--- config.mk ---
export PLATFORM = sky130hd
export DESIGN_NAME = clkmode_ctrl
export DESIGN_NICKNAME = d
export VERILOG_FILES = /design/src/rtl/clkmode_pkg.sv /design/src/rtl/clkmode_rstsync.sv /design/src/rtl/clkmode_guard.sv /design/src/rtl/clkmode_settle.sv /design/src/rtl/clkmode_divider.sv /design/src/rtl/clkmode_ctrl.sv
export SDC_FILE = /design/constraint.sdc
export NUM_CORES = 1
export LEC_CHECK = 0
export ABC_CLOCK_PERIOD_IN_PS = 4170
export BUFFER_PORTS_ARGS = -buffer_cell sky130_fd_sc_hd__buf_2
export CORE_AREA = 3 3 64 66
export CTS_BUF_LIST = sky130_fd_sc_hd__clkbuf_16
export DETAILED_ROUTE_END_ITERATION = 16
export DIE_AREA = 0 0 67 69
export MAX_ROUTING_LAYER = met4
export PLACE_DENSITY = 0.71
export SLEW_MARGIN = 20
export SYNTH_ARGS = -nofsm -noshare
export SYNTH_HDL_FRONTEND = slang
export SYNTH_SLANG_ARGS = --single-unit
--- constraint.sdc ---
create_clock -name clk -period 4.17 [get_ports clk]
set_input_delay 0.417 -clock clk [delete_from_list [all_inputs] [get_ports clk]]
set_output_delay 0.417 -clock clk [all_outputs]
set_load 0.01 [all_outputs]
--- src/rtl/clkmode_pkg.sv ---
package clkmode_pkg;

  localparam int CFG_W   = 12;
  localparam int MAX_DIV = 16;
  localparam int CNT_W   = $clog2(MAX_DIV);

  typedef struct packed {
    logic       wait1;     // 11
    logic       pll_on;    // 10
    logic       osd_en;    // 9
    logic       ring_sel;  // 8
    logic       ref_ok;    // 7
    logic       drive_hi;  // 6
    logic [1:0] div_fld;   // 5:4
    logic       sub_sel;   // 3
    logic       div8;      // 2
    logic       main_stop; // 1
    logic       sub_en;    // 0
  } cfg_t;

  localparam logic [CFG_W-1:0] CFG_RST  = 12'h004;
  localparam logic [CFG_W-1:0] OSD_BIT  = 12'h200;

  typedef enum logic [2:0] {
    MODE_HIGH   = 3'd0,
    MODE_MID    = 3'd1,
    MODE_LOW    = 3'd2,
    MODE_LOWPWR = 3'd3,
    MODE_RING   = 3'd4,
    MODE_PLL    = 3'd5
  } mode_e;

  typedef enum logic [1:0] {
    SRC_MAIN = 2'd0,
    SRC_SUB  = 2'd1,
    SRC_RING = 2'd2,
    SRC_PLL  = 2'd3
  } src_e;

  function automatic src_e src_of(cfg_t c);
    if (c.pll_on)   return SRC_PLL;
    if (c.ring_sel) return SRC_RING;
    if (c.sub_sel)  return SRC_SUB;
    return SRC_MAIN;
  endfunction

  function automatic mode_e mode_of(cfg_t c);
    if (c.pll_on)   return MODE_PLL;
    if (c.ring_sel) return MODE_RING;
    if (c.sub_sel)  return c.main_stop ? MODE_LOWPWR : MODE_LOW;
    if (c.div8 || (c.div_fld != 2'b00)) return MODE_MID;
    return MODE_HIGH;
  endfunction

  // terminal count (ratio - 1) of the divider
  function automatic logic [CNT_W-1:0] last_of(cfg_t c);
    src_e s;
    s = src_of(c);
    if ((s == SRC_SUB) || (s == SRC_PLL)) return '0;
    if (c.div8) return CNT_W'(7);
    case (c.div_fld)
      2'b00:   return CNT_W'(0);
      2'b01:   return CNT_W'(1);
      2'b10:   return CNT_W'(3);
      default: return CNT_W'(MAX_DIV - 1);
    endcase
  endfunction

endpackage

--- src/rtl/clkmode_rstsync.sv ---
module clkmode_rstsync #(
  parameter int STAGES = 2
) (
  input  logic clk,
  input  logic rst_n,
  output logic rst_sync_n
);
  logic [STAGES-1:0] chain_q;

  always_ff @(posedge clk or negedge rst_n) begin
    if (!rst_n) chain_q <= '0;
    else        chain_q <= {chain_q[STAGES-2:0], 1'b1};
  end

  assign rst_sync_n = chain_q[STAGES-1];
endmodule

--- src/rtl/clkmode_guard.sv ---
module clkmode_guard
  import clkmode_pkg::*;
(
  input  logic clk,
  input  logic rst_n,
  input  logic wr_en,
  input  cfg_t wr_data,
  output cfg_t cfg_q,
  output logic accept_o,
  output logic switch_o,
  output logic rej_q,
  output logic err_q
);
  cfg_t w, c, nxt;
  logic ok;

  always_comb begin
    w  = wr_data;
    c  = cfg_q;
    ok = 1'b1;
    // stop-detect lock: only bit 9 may move
    if (c.osd_en && (((w ^ c) & ~OSD_BIT) != '0)) ok = 1'b0;
    // divide field must settle before the /8 bit moves
    if ((w.div8 != c.div8) && (w.div_fld != c.div_fld)) ok = 1'b0;
    // sub clock selectable only while it runs
    if (w.sub_sel && !(c.sub_en && w.sub_en)) ok = 1'b0;
    if (w.sub_sel && w.ring_sel) ok = 1'b0;
    // leaving ring mode only from /8
    if (c.ring_sel && !w.ring_sel && !c.div8) ok = 1'b0;
    // main stop only from sub clock mode
    if (w.main_stop && !w.sub_sel) ok = 1'b0;
    if (w.main_stop && !c.main_stop && !c.sub_sel) ok = 1'b0;
    // PLL entry and exit ordering
    if (w.pll_on) begin
      if (w.sub_sel || w.ring_sel || w.div8 || (w.div_fld != 2'b00) || !w.ref_ok)
        ok = 1'b0;
      if (!c.pll_on &&
          (c.sub_sel || c.ring_sel || c.div8 || (c.div_fld != 2'b00) || !c.ref_ok))
        ok = 1'b0;
    end
    if (c.pll_on && !w.ref_ok) ok = 1'b0;

    nxt = w;
    if (c.pll_on) nxt.wait1 = c.wait1;
    if (nxt.main_stop && !nxt.ring_sel) begin
      nxt.div8     = 1'b1;
      nxt.drive_hi = 1'b1;
    end
  end

  assign accept_o = wr_en & ok;
  assign switch_o = accept_o & (src_of(nxt) != src_of(cfg_q));

  always_ff @(posedge clk or negedge rst_n) begin
    if (!rst_n) begin
      cfg_q <= CFG_RST;
      rej_q <= 1'b0;
      err_q <= 1'b0;
    end else begin
      rej_q <= wr_en & ~ok;
      if (wr_en & ~ok) err_q <= 1'b1;
      if (accept_o)    cfg_q <= nxt;
    end
  end
endmodule

--- src/rtl/clkmode_settle.sv ---
module clkmode_settle #(
  parameter int SET_W = 8
) (
  input  logic             clk,
  input  logic             rst_n,
  input  logic             load,
  input  logic [SET_W-1:0] limit,
  input  logic             tick,
  output logic             busy
);
  logic [SET_W-1:0] cnt_q, cnt_d;

  always_comb begin
    cnt_d = cnt_q;
    if (load)                       cnt_d = limit;
    else if (tick && (cnt_q != '0)) cnt_d = cnt_q - 1'b1;
  end

  always_ff @(posedge clk or negedge rst_n) begin
    if (!rst_n) cnt_q <= '0;
    else        cnt_q <= cnt_d;
  end

  assign busy = (cnt_q != '0);
endmodule

--- src/rtl/clkmode_divider.sv ---
module clkmode_divider #(
  parameter int CNT_W = 4
) (
  input  logic             clk,
  input  logic             rst_n,
  input  logic             restart,
  input  logic             hold,
  input  logic             tick,
  input  logic [CNT_W-1:0] last,
  output logic             en
);
  logic [CNT_W-1:0] cnt_q, cnt_d;

  assign en = tick & ~hold & (cnt_q == last);

  always_comb begin
    cnt_d = cnt_q;
    if (restart || hold) cnt_d = '0;
    else if (tick)       cnt_d = en ? '0 : cnt_q + 1'b1;
  end

  always_ff @(posedge clk or negedge rst_n) begin
    if (!rst_n) cnt_q <= '0;
    else        cnt_q <= cnt_d;
  end
endmodule

--- src/rtl/clkmode_ctrl.sv ---
module clkmode_ctrl
  import clkmode_pkg::*;
#(
  parameter int SET_W = 8
) (
  input  logic             clk,
  input  logic             rst_n,
  input  logic             wr_en,
  input  logic [11:0]      wr_data,
  input  logic [SET_W-1:0] settle_lim,
  input  logic             tick_main,
  input  logic             tick_sub,
  input  logic             tick_ring,
  input  logic             tick_pll,
  output logic [11:0]      cfg_o,
  output logic [2:0]       mode_o,
  output logic             cpu_en_o,
  output logic             rej_o,
  output logic             err_o
);
  logic       rst_i_n;
  cfg_t       cfg_q;
  logic       accept, src_switch, settle_busy, tick_sel;
  src_e       src;

  clkmode_rstsync #(.STAGES(2)) u_rst (
    .clk(clk), .rst_n(rst_n), .rst_sync_n(rst_i_n)
  );

  clkmode_guard u_guard (
    .clk(clk), .rst_n(rst_i_n), .wr_en(wr_en), .wr_data(cfg_t'(wr_data)),
    .cfg_q(cfg_q), .accept_o(accept), .switch_o(src_switch),
    .rej_q(rej_o), .err_q(err_o)
  );

  assign src = src_of(cfg_q);

  always_comb begin
    case (src)
      SRC_SUB:  tick_sel = tick_sub;
      SRC_RING: tick_sel = tick_ring;
      SRC_PLL:  tick_sel = tick_pll;
      default:  tick_sel = tick_main;
    endcase
  end

  clkmode_settle #(.SET_W(SET_W)) u_settle (
    .clk(clk), .rst_n(rst_i_n), .load(src_switch), .limit(settle_lim),
    .tick(tick_sel), .busy(settle_busy)
  );

  clkmode_divider #(.CNT_W(CNT_W)) u_div (
    .clk(clk), .rst_n(rst_i_n), .restart(accept), .hold(settle_busy),
    .tick(tick_sel), .last(last_of(cfg_q)), .en(cpu_en_o)
  );

  assign cfg_o  = cfg_q;
  assign mode_o = mode_of(cfg_q);
endmodule

==> flow_summary.yaml, run 1 <==
cells_and_area:
  nets: 241
  n_fill_cell: 327
  fin_cells: 256
  syn_to_final_growth_pct: 18.0
  drive_above_1_share: 0.365
  num_antenna_cells: 0
detailed_routing:
  vias_per_cell: 5.45
  drt_iter0_drc: 81
  final_antenna_net_count: 0
  vias: 1396
  wirelength_mm: 3.74
  drc: 0
  drt_first_pass_iters: 4
  routedWlPerCell_um: 14.6
setup_path:
  worstRegToRegCells: 5
  required_ns: 3.75
  endpoint_kind: "primary output"
  rrSetupSlack_ns: 1.55
  timing.rr.start: "u_guard.cfg_q[4]"
  start_kind: "register"
  setup.worst_path.class: "reg -> out"
  worstPathArrival_ns: 2.73
  r2r-end: "u_settle.cnt_q[2]"
  crit_fanout: 14
power:
  p_leak_nw: 0.998
  total_power_mw: 1.26
  powerDensity_nw_per_um2: 595
  ir_drop_mv: 0.241
grt:
  grt_pass1_vias: 1456
  grt_overflow: 0
  grt_max_degree: 27
  track_usage: 0.181
  antenna_found_initial: 0
  grt_first_pass_wirelength_mm: 6.47
sta:
  fin_skew_ns: 0.00291
  fmax_ghz: 0.318
  worst_pin_slew_ns: 0.985
  period_minus_slack_ns: 3.15
  slew_violations: 0
  maxSlewHeadroom: 0.325
  hold_violations: 0
  finalSetupTns_ns: 0
  setup_viol_count_final: 0
  rsz0062_at_grt: "no"
  fin_crit_sh: 0.755
logic_synthesis:
  syn_nets: 197
  netlist_area_um2: 1800
  synthArstFlopShare: 1.00
  syn_avg_cell_area_um2: 10.9
  ys.flop_type: "dfrtp_1"
  synth_seq_area_share: 0.391
  syn_inst: 165
  ys_types: 45
  yosys_warnings: 0
  synth_seq_cells: 28
  synth-edff-count: 0
floorplanning:
  core-area_um2: 3630
  start_util: 0.494
  die_h_um: 69
  ios: 45
  num_rows: 22
  floorplan.die.width_um: 67
  die_area_um2: 4620
clock_tree:
  cts_made_buffers: 3
  cts_tree: "done"
  worstSkewPairLatency_ns: 0.26
  cts_max_level: 1
  clk_pin_slew_worst_paths_ns: 0.07
  cts_setup_buffers: 0
  cts_root_buf: "clkbuf_16"
  cts_num_sinks: 28
  cts_buffer_depth: 2
placement:
  io_buffers: 44
  dp_hpwl_mm: 2.82
  post-place-cells: 251
  gp_congestion: 0.834
run_status:
  outcome: "complete, no violations"
hold_path:
  hold_class: "reg -> async"
job:
  cap_viol_max_count: 0
## repair_timing
item | CTS | global route
endpoints found under the hold margin | 2 | 0
hold buffers | 1 | 0
gates resized for setup | 0 | 0
## state kept, by name, summed over array words and instances (netlist names)
name and count:
u_settle.cnt_q 8, u_div.cnt_q 4, u_guard.rej_q 1, u_guard.cfg_q 12
u_guard.err_q 1, u_rst.chain_q 2
## kinds of logic after synthesis
family / share of synthesized area
flops: 0.391
compound gates: 0.0947
fa+ha+maj: 0.0348
other cells: 0.00209
mux: 0.166
xor+xnor: 0.0829
buf+inv: 0.0453
simple gates: 0.183
## critical path: stages (launching register included)
cell      delay, ns
dfrtp_1        0.57
nor2_1         0.28
mux2i_1        0.85
o211ai_1       0.22
or2_2          0.37
inv_1          0.06
buf_2          0.12
## through the flow
stage,cell area [µm²],hold slack (ns),setup WS [ns],utilization
2_1_floorplan,1800,0.121,1.82,-
3_3_place_gp,2030,0.201,1.42,0.559
3_5_place_dp,2030,0.202,1.36,0.559
4_1_cts,2120,0.363,1.06,0.583
5_1_grt,2120,0.344,0.781,0.583
6_report,2120,0.275,1.02,0.583
## synthesized netlist by cell type, types with 2 or more instances
library cell,number,area share
dfrtp_1,27,0.38
xnor2_1,16,0.078
mux2_2,15,0.094
nor2_1,11,0.023
inv_1,9,0.019
nand2_1,8,0.017
mux2_4,6,0.050
nand2b_1,6,0.021
ha_1,5,0.035
nand4_1,5,0.017
a21oi_1,4,0.011
and4_1,4,0.019
mux2i_1,4,0.022
buf_6,3,0.019
nand3_1,3,0.0084
nand4b_1,3,0.015
nor3_1,3,0.0084
a2111oi_0,2,0.0098
and2_1,2,0.0070
buf_2,2,0.0056
nor4_1,2,0.0070
o211a_1,2,0.011
## layer usage
metal	vias up	routed length (µm)	GRT usage
met5	-	0	-
met4	0	52	0.0541
met3	6	148	0.0326
met2	30	1860	0.296
met1	686	1680	0.225
li1	674	-	-
## area by class of cell
cell class / count / area, µm² / share of cell area
clock buffers: 3 / 75.1 / 0.0354
clock inverters: 1 / 3.75 / 0.00177
inverters: 9 / 33.8 / 0.0159
multi-input cells: 122 / 1010 / 0.478
flip-flops and latches: 28 / 703 / 0.332
well taps: 48 / 60.1 / 0.0283
repair buffers: 45 / 230 / 0.109
## power by group
part	switching [mW]	internal (mW)	leakage, nW	total, mW
sequential	0.133	0.364	0.348	0.497
clock	0.0893	0.129	0.0385	0.218
combinational	0.249	0.298	0.612	0.546
total	0.471	0.790	0.998	1.26
## worst max-delay path by stage
| stage | start | endpoint | slack (ns) | cells after the start |
|---|---|---|---|---|
| 2_1_floorplan | u_guard.cfg_q[8] | u_settle.cnt_q[0] | 1.82 | 7 |
| 3_3_place_gp | u_guard.cfg_q[10] | cpu_en_o | 1.42 | 6 |
| 3_5_place_dp | u_guard.cfg_q[10] | cpu_en_o | 1.36 | 6 |
| 4_1_cts | u_guard.cfg_q[10] | cpu_en_o | 1.06 | 6 |
| 5_1_grt | u_guard.cfg_q[10] | cpu_en_o | 0.78 | 6 |
| 6_report | u_guard.cfg_q[10] | cpu_en_o | 1.02 | 6 |
## cells in the final DEF, fill, tap and decap left out, drive strengths merged, types with 2 or more instances in the layout
cell	Yosys	final
ha	5	5
mux2	21	21
nor4	2	2
nand4b	3	3
and4	4	4
mux2i	4	4
a2111oi	3	3
xnor2	16	16
a21oi	4	4
nor3	3	3
nand4	5	5
nand2b	6	6
nand2	8	8
o211a	2	2
dfrtp	27	27
or3	2	2
buf	5	44
inv	9	9
nand3	4	4
and2	2	2
nor2	11	11
clkbuf	1	3
No activity file was read; power rests on OpenSTA's default activity.
==> inputs of run 2 (changes only) <==
--- a/config.mk
+++ b/config.mk
@@ -5,7 +5,7 @@
 export SDC_FILE = /design/constraint.sdc
 export NUM_CORES = 1
 export LEC_CHECK = 0
-export ABC_CLOCK_PERIOD_IN_PS = 4170
+export ABC_CLOCK_PERIOD_IN_PS = 3210
 export BUFFER_PORTS_ARGS = -buffer_cell sky130_fd_sc_hd__buf_2
 export CORE_AREA = 3 3 64 66
 export CTS_BUF_LIST = sky130_fd_sc_hd__clkbuf_16
==> constraint.sdc (replaced) <==
create_clock -name clk -period 3.21 [get_ports clk]
set_input_delay 0.321 -clock clk [delete_from_list [all_inputs] [get_ports clk]]
set_output_delay 0.321 -clock clk [all_outputs]
set_load 0.01 [all_outputs]
==> flow_summary.yaml, run 2 (synthesis gave the netlist of run 1 again) <==
run_status:
  outcome: "complete, no violations"
sta:
  rsz0062_at_grt: "no"
  period_minus_slack_ns: 2.65
  maxSlewHeadroom: 0.574
  finalSetupTns_ns: 0
  fin_crit_sh: 0.826
  fmax_ghz: 0.377
  fin_skew_ns: 0.00448
  worst_pin_slew_ns: 0.633
  hold_violations: 0
  slew_violations: 0
  setup_viol_count_final: 0
  whs_ns: 0.273
detailed_routing:
  final_antenna_net_count: 0
  drt_first_pass_iters: 4
  wirelength_mm: 3.85
  drt_iter0_drc: 115
  drc: 0
  routedWlPerCell_um: 15.0
  vias_per_cell: 5.52
  vias: 1419
setup_path:
  endpoint_kind: "primary output"
  start_kind: "register"
  required_ns: 2.89
  crit_fanout: 8
  setup.worst_path.class: "reg -> out"
  worstPathArrival_ns: 2.33
cells_and_area:
  nets: 242
  num_antenna_cells: 0
  layout_commonest_cell: "buf_2"
  top_regs: "u_guard.cfg_q (12), u_settle.cnt_q (8), u_div.cnt_q (4)"
  final_cell_mix: "buf_2 (44), dfrtp_1 (26), xnor2_1 (16)"
  n_fill_cell: 324
  drive_above_1_share: 0.368
  largest_register: "u_guard.cfg_q"
  final_cell_area_um2: 2130
  largest_reg_flops: 12
  syn_to_final_growth_pct: 18.4
floorplanning:
  start_util: 0.494
  core-area_um2: 3630
  ios: 45
  die_h_um: 69
  floorplan.die.width_um: 67
  die_area_um2: 4620
  num_rows: 22
grt:
  met3_usage: 0.0261
  track_usage: 0.179
  grt_overflow: 0
  antenna_found_initial: 0
  grt_first_pass_wirelength_mm: 6.48
  top_usage_layer: "met2"
  grt_pass1_vias: 1426
  use_met1: 0.234
  grt_max_degree: 27
  grt_use_met2: 0.289
clock_tree:
  worstSkewPairLatency_ns: 0.26
  clk_pin_slew_worst_paths_ns: 0.07
  cts_tree: "done"
  cts_buffer_depth: 2
  cts_num_sinks: 28
  cts_setup_buffers: 0
  cts_max_level: 1
  cts_root_buf: "clkbuf_16"
  postCtsResizedCells: 0
  cts_made_buffers: 3
power:
  ir_drop_mv: 0.329
  total_power_mw: 1.66
  powerDensity_nw_per_um2: 780
  p_leak_nw: 1.00
hold_path:
  hold_class: "reg -> async"
placement:
  dp_hpwl_mm: 2.89
  io_buffers: 44
  gp_congestion: 0.867
  placed_area_um2: 2040
job:
  cap_viol_max_count: 0
-- run 2: cell count changes in the layout (fill, tap and decap cells not counted), sizes merged --
cell | previous run | this run
buf | 44 | 45
-- run 2: metal layers --
| metal | up-vias | wire [µm] | part of all wire |
|---|---|---|---|
| met5 | - | 0 | 0 |
| met1 | 706 | 1770 | 0.46 |
| met2 | 32 | 1910 | 0.50 |
| met4 | 0 | 12 | 0.0031 |
| li1 | 679 | - | - |
| met3 | 2 | 152 | 0.040 |
-- run 2: path summary, 6_finish.rpt --
kind	start	to	slack (ns)	cells after the start
worst max-delay path	u_guard.cfg_q[5]	cpu_en_o	0.56	6
worst min-delay path	u_rst.chain_q[1]	u_settle.cnt_q[0]	0.27	0
worst max register to register	u_guard.cfg_q[8]	u_settle.cnt_q[2]	0.61	6
worst min register to register	u_rst.chain_q[1]	u_settle.cnt_q[0]	0.27	0
max in group asynchronous	u_rst.chain_q[1]	u_guard.cfg_q[5]	2.55	0
min in group clk	settle_lim[3]	u_settle.cnt_q[3]	0.29	2
-- run 2: cell type report --
type	count	area [µm²]	share of cell area
clock buffers	3	75.1	0.0353
clock inverters	1	3.75	0.00176
inverters	9	33.8	0.0159
multi-input cells	122	1010	0.476
flip-flops and latches	28	703	0.331
well taps	48	60.1	0.0282
repair buffers	46	238	0.112
-- run 2: report_power, final --
group	internal, mW	total (mW)	leakage (nW)	switching [mW]
Combinational	0.395	0.728	0.617	0.334
Sequential	0.473	0.644	0.348	0.171
Clock	0.167	0.286	0.0385	0.119
-- run 2: what timing repair did --
action / 4_1_cts / 5_1_grt
setup endpoints to repair: 0 / 0
hold endpoints to repair: 2 / 0
hold buffers: 1 / 0
-- run 2: stage by stage --
| step | instances | utilization | setup slack [ns] |
|---|---|---|---|
| 2_1_floorplan | 165 | - | 0.860 |
| 3_3_place_gp | 252 | 0.561 | 0.676 |
| 3_5_place_dp | 252 | 0.561 | 0.599 |
| 4_1_cts | 257 | 0.585 | 0.552 |
| 5_1_grt | 257 | 0.585 | 0.431 |
| 6_report | 257 | 0.585 | 0.560 |
-- run 2: worst max-delay path: stages, from the launching register on --
cell       delay [ns]
dfrtp_1          0.46
or4b_1           0.55
a2111oi_0        0.43
a21oi_1          0.10
or2_2            0.35
inv_1            0.06
buf_2            0.12
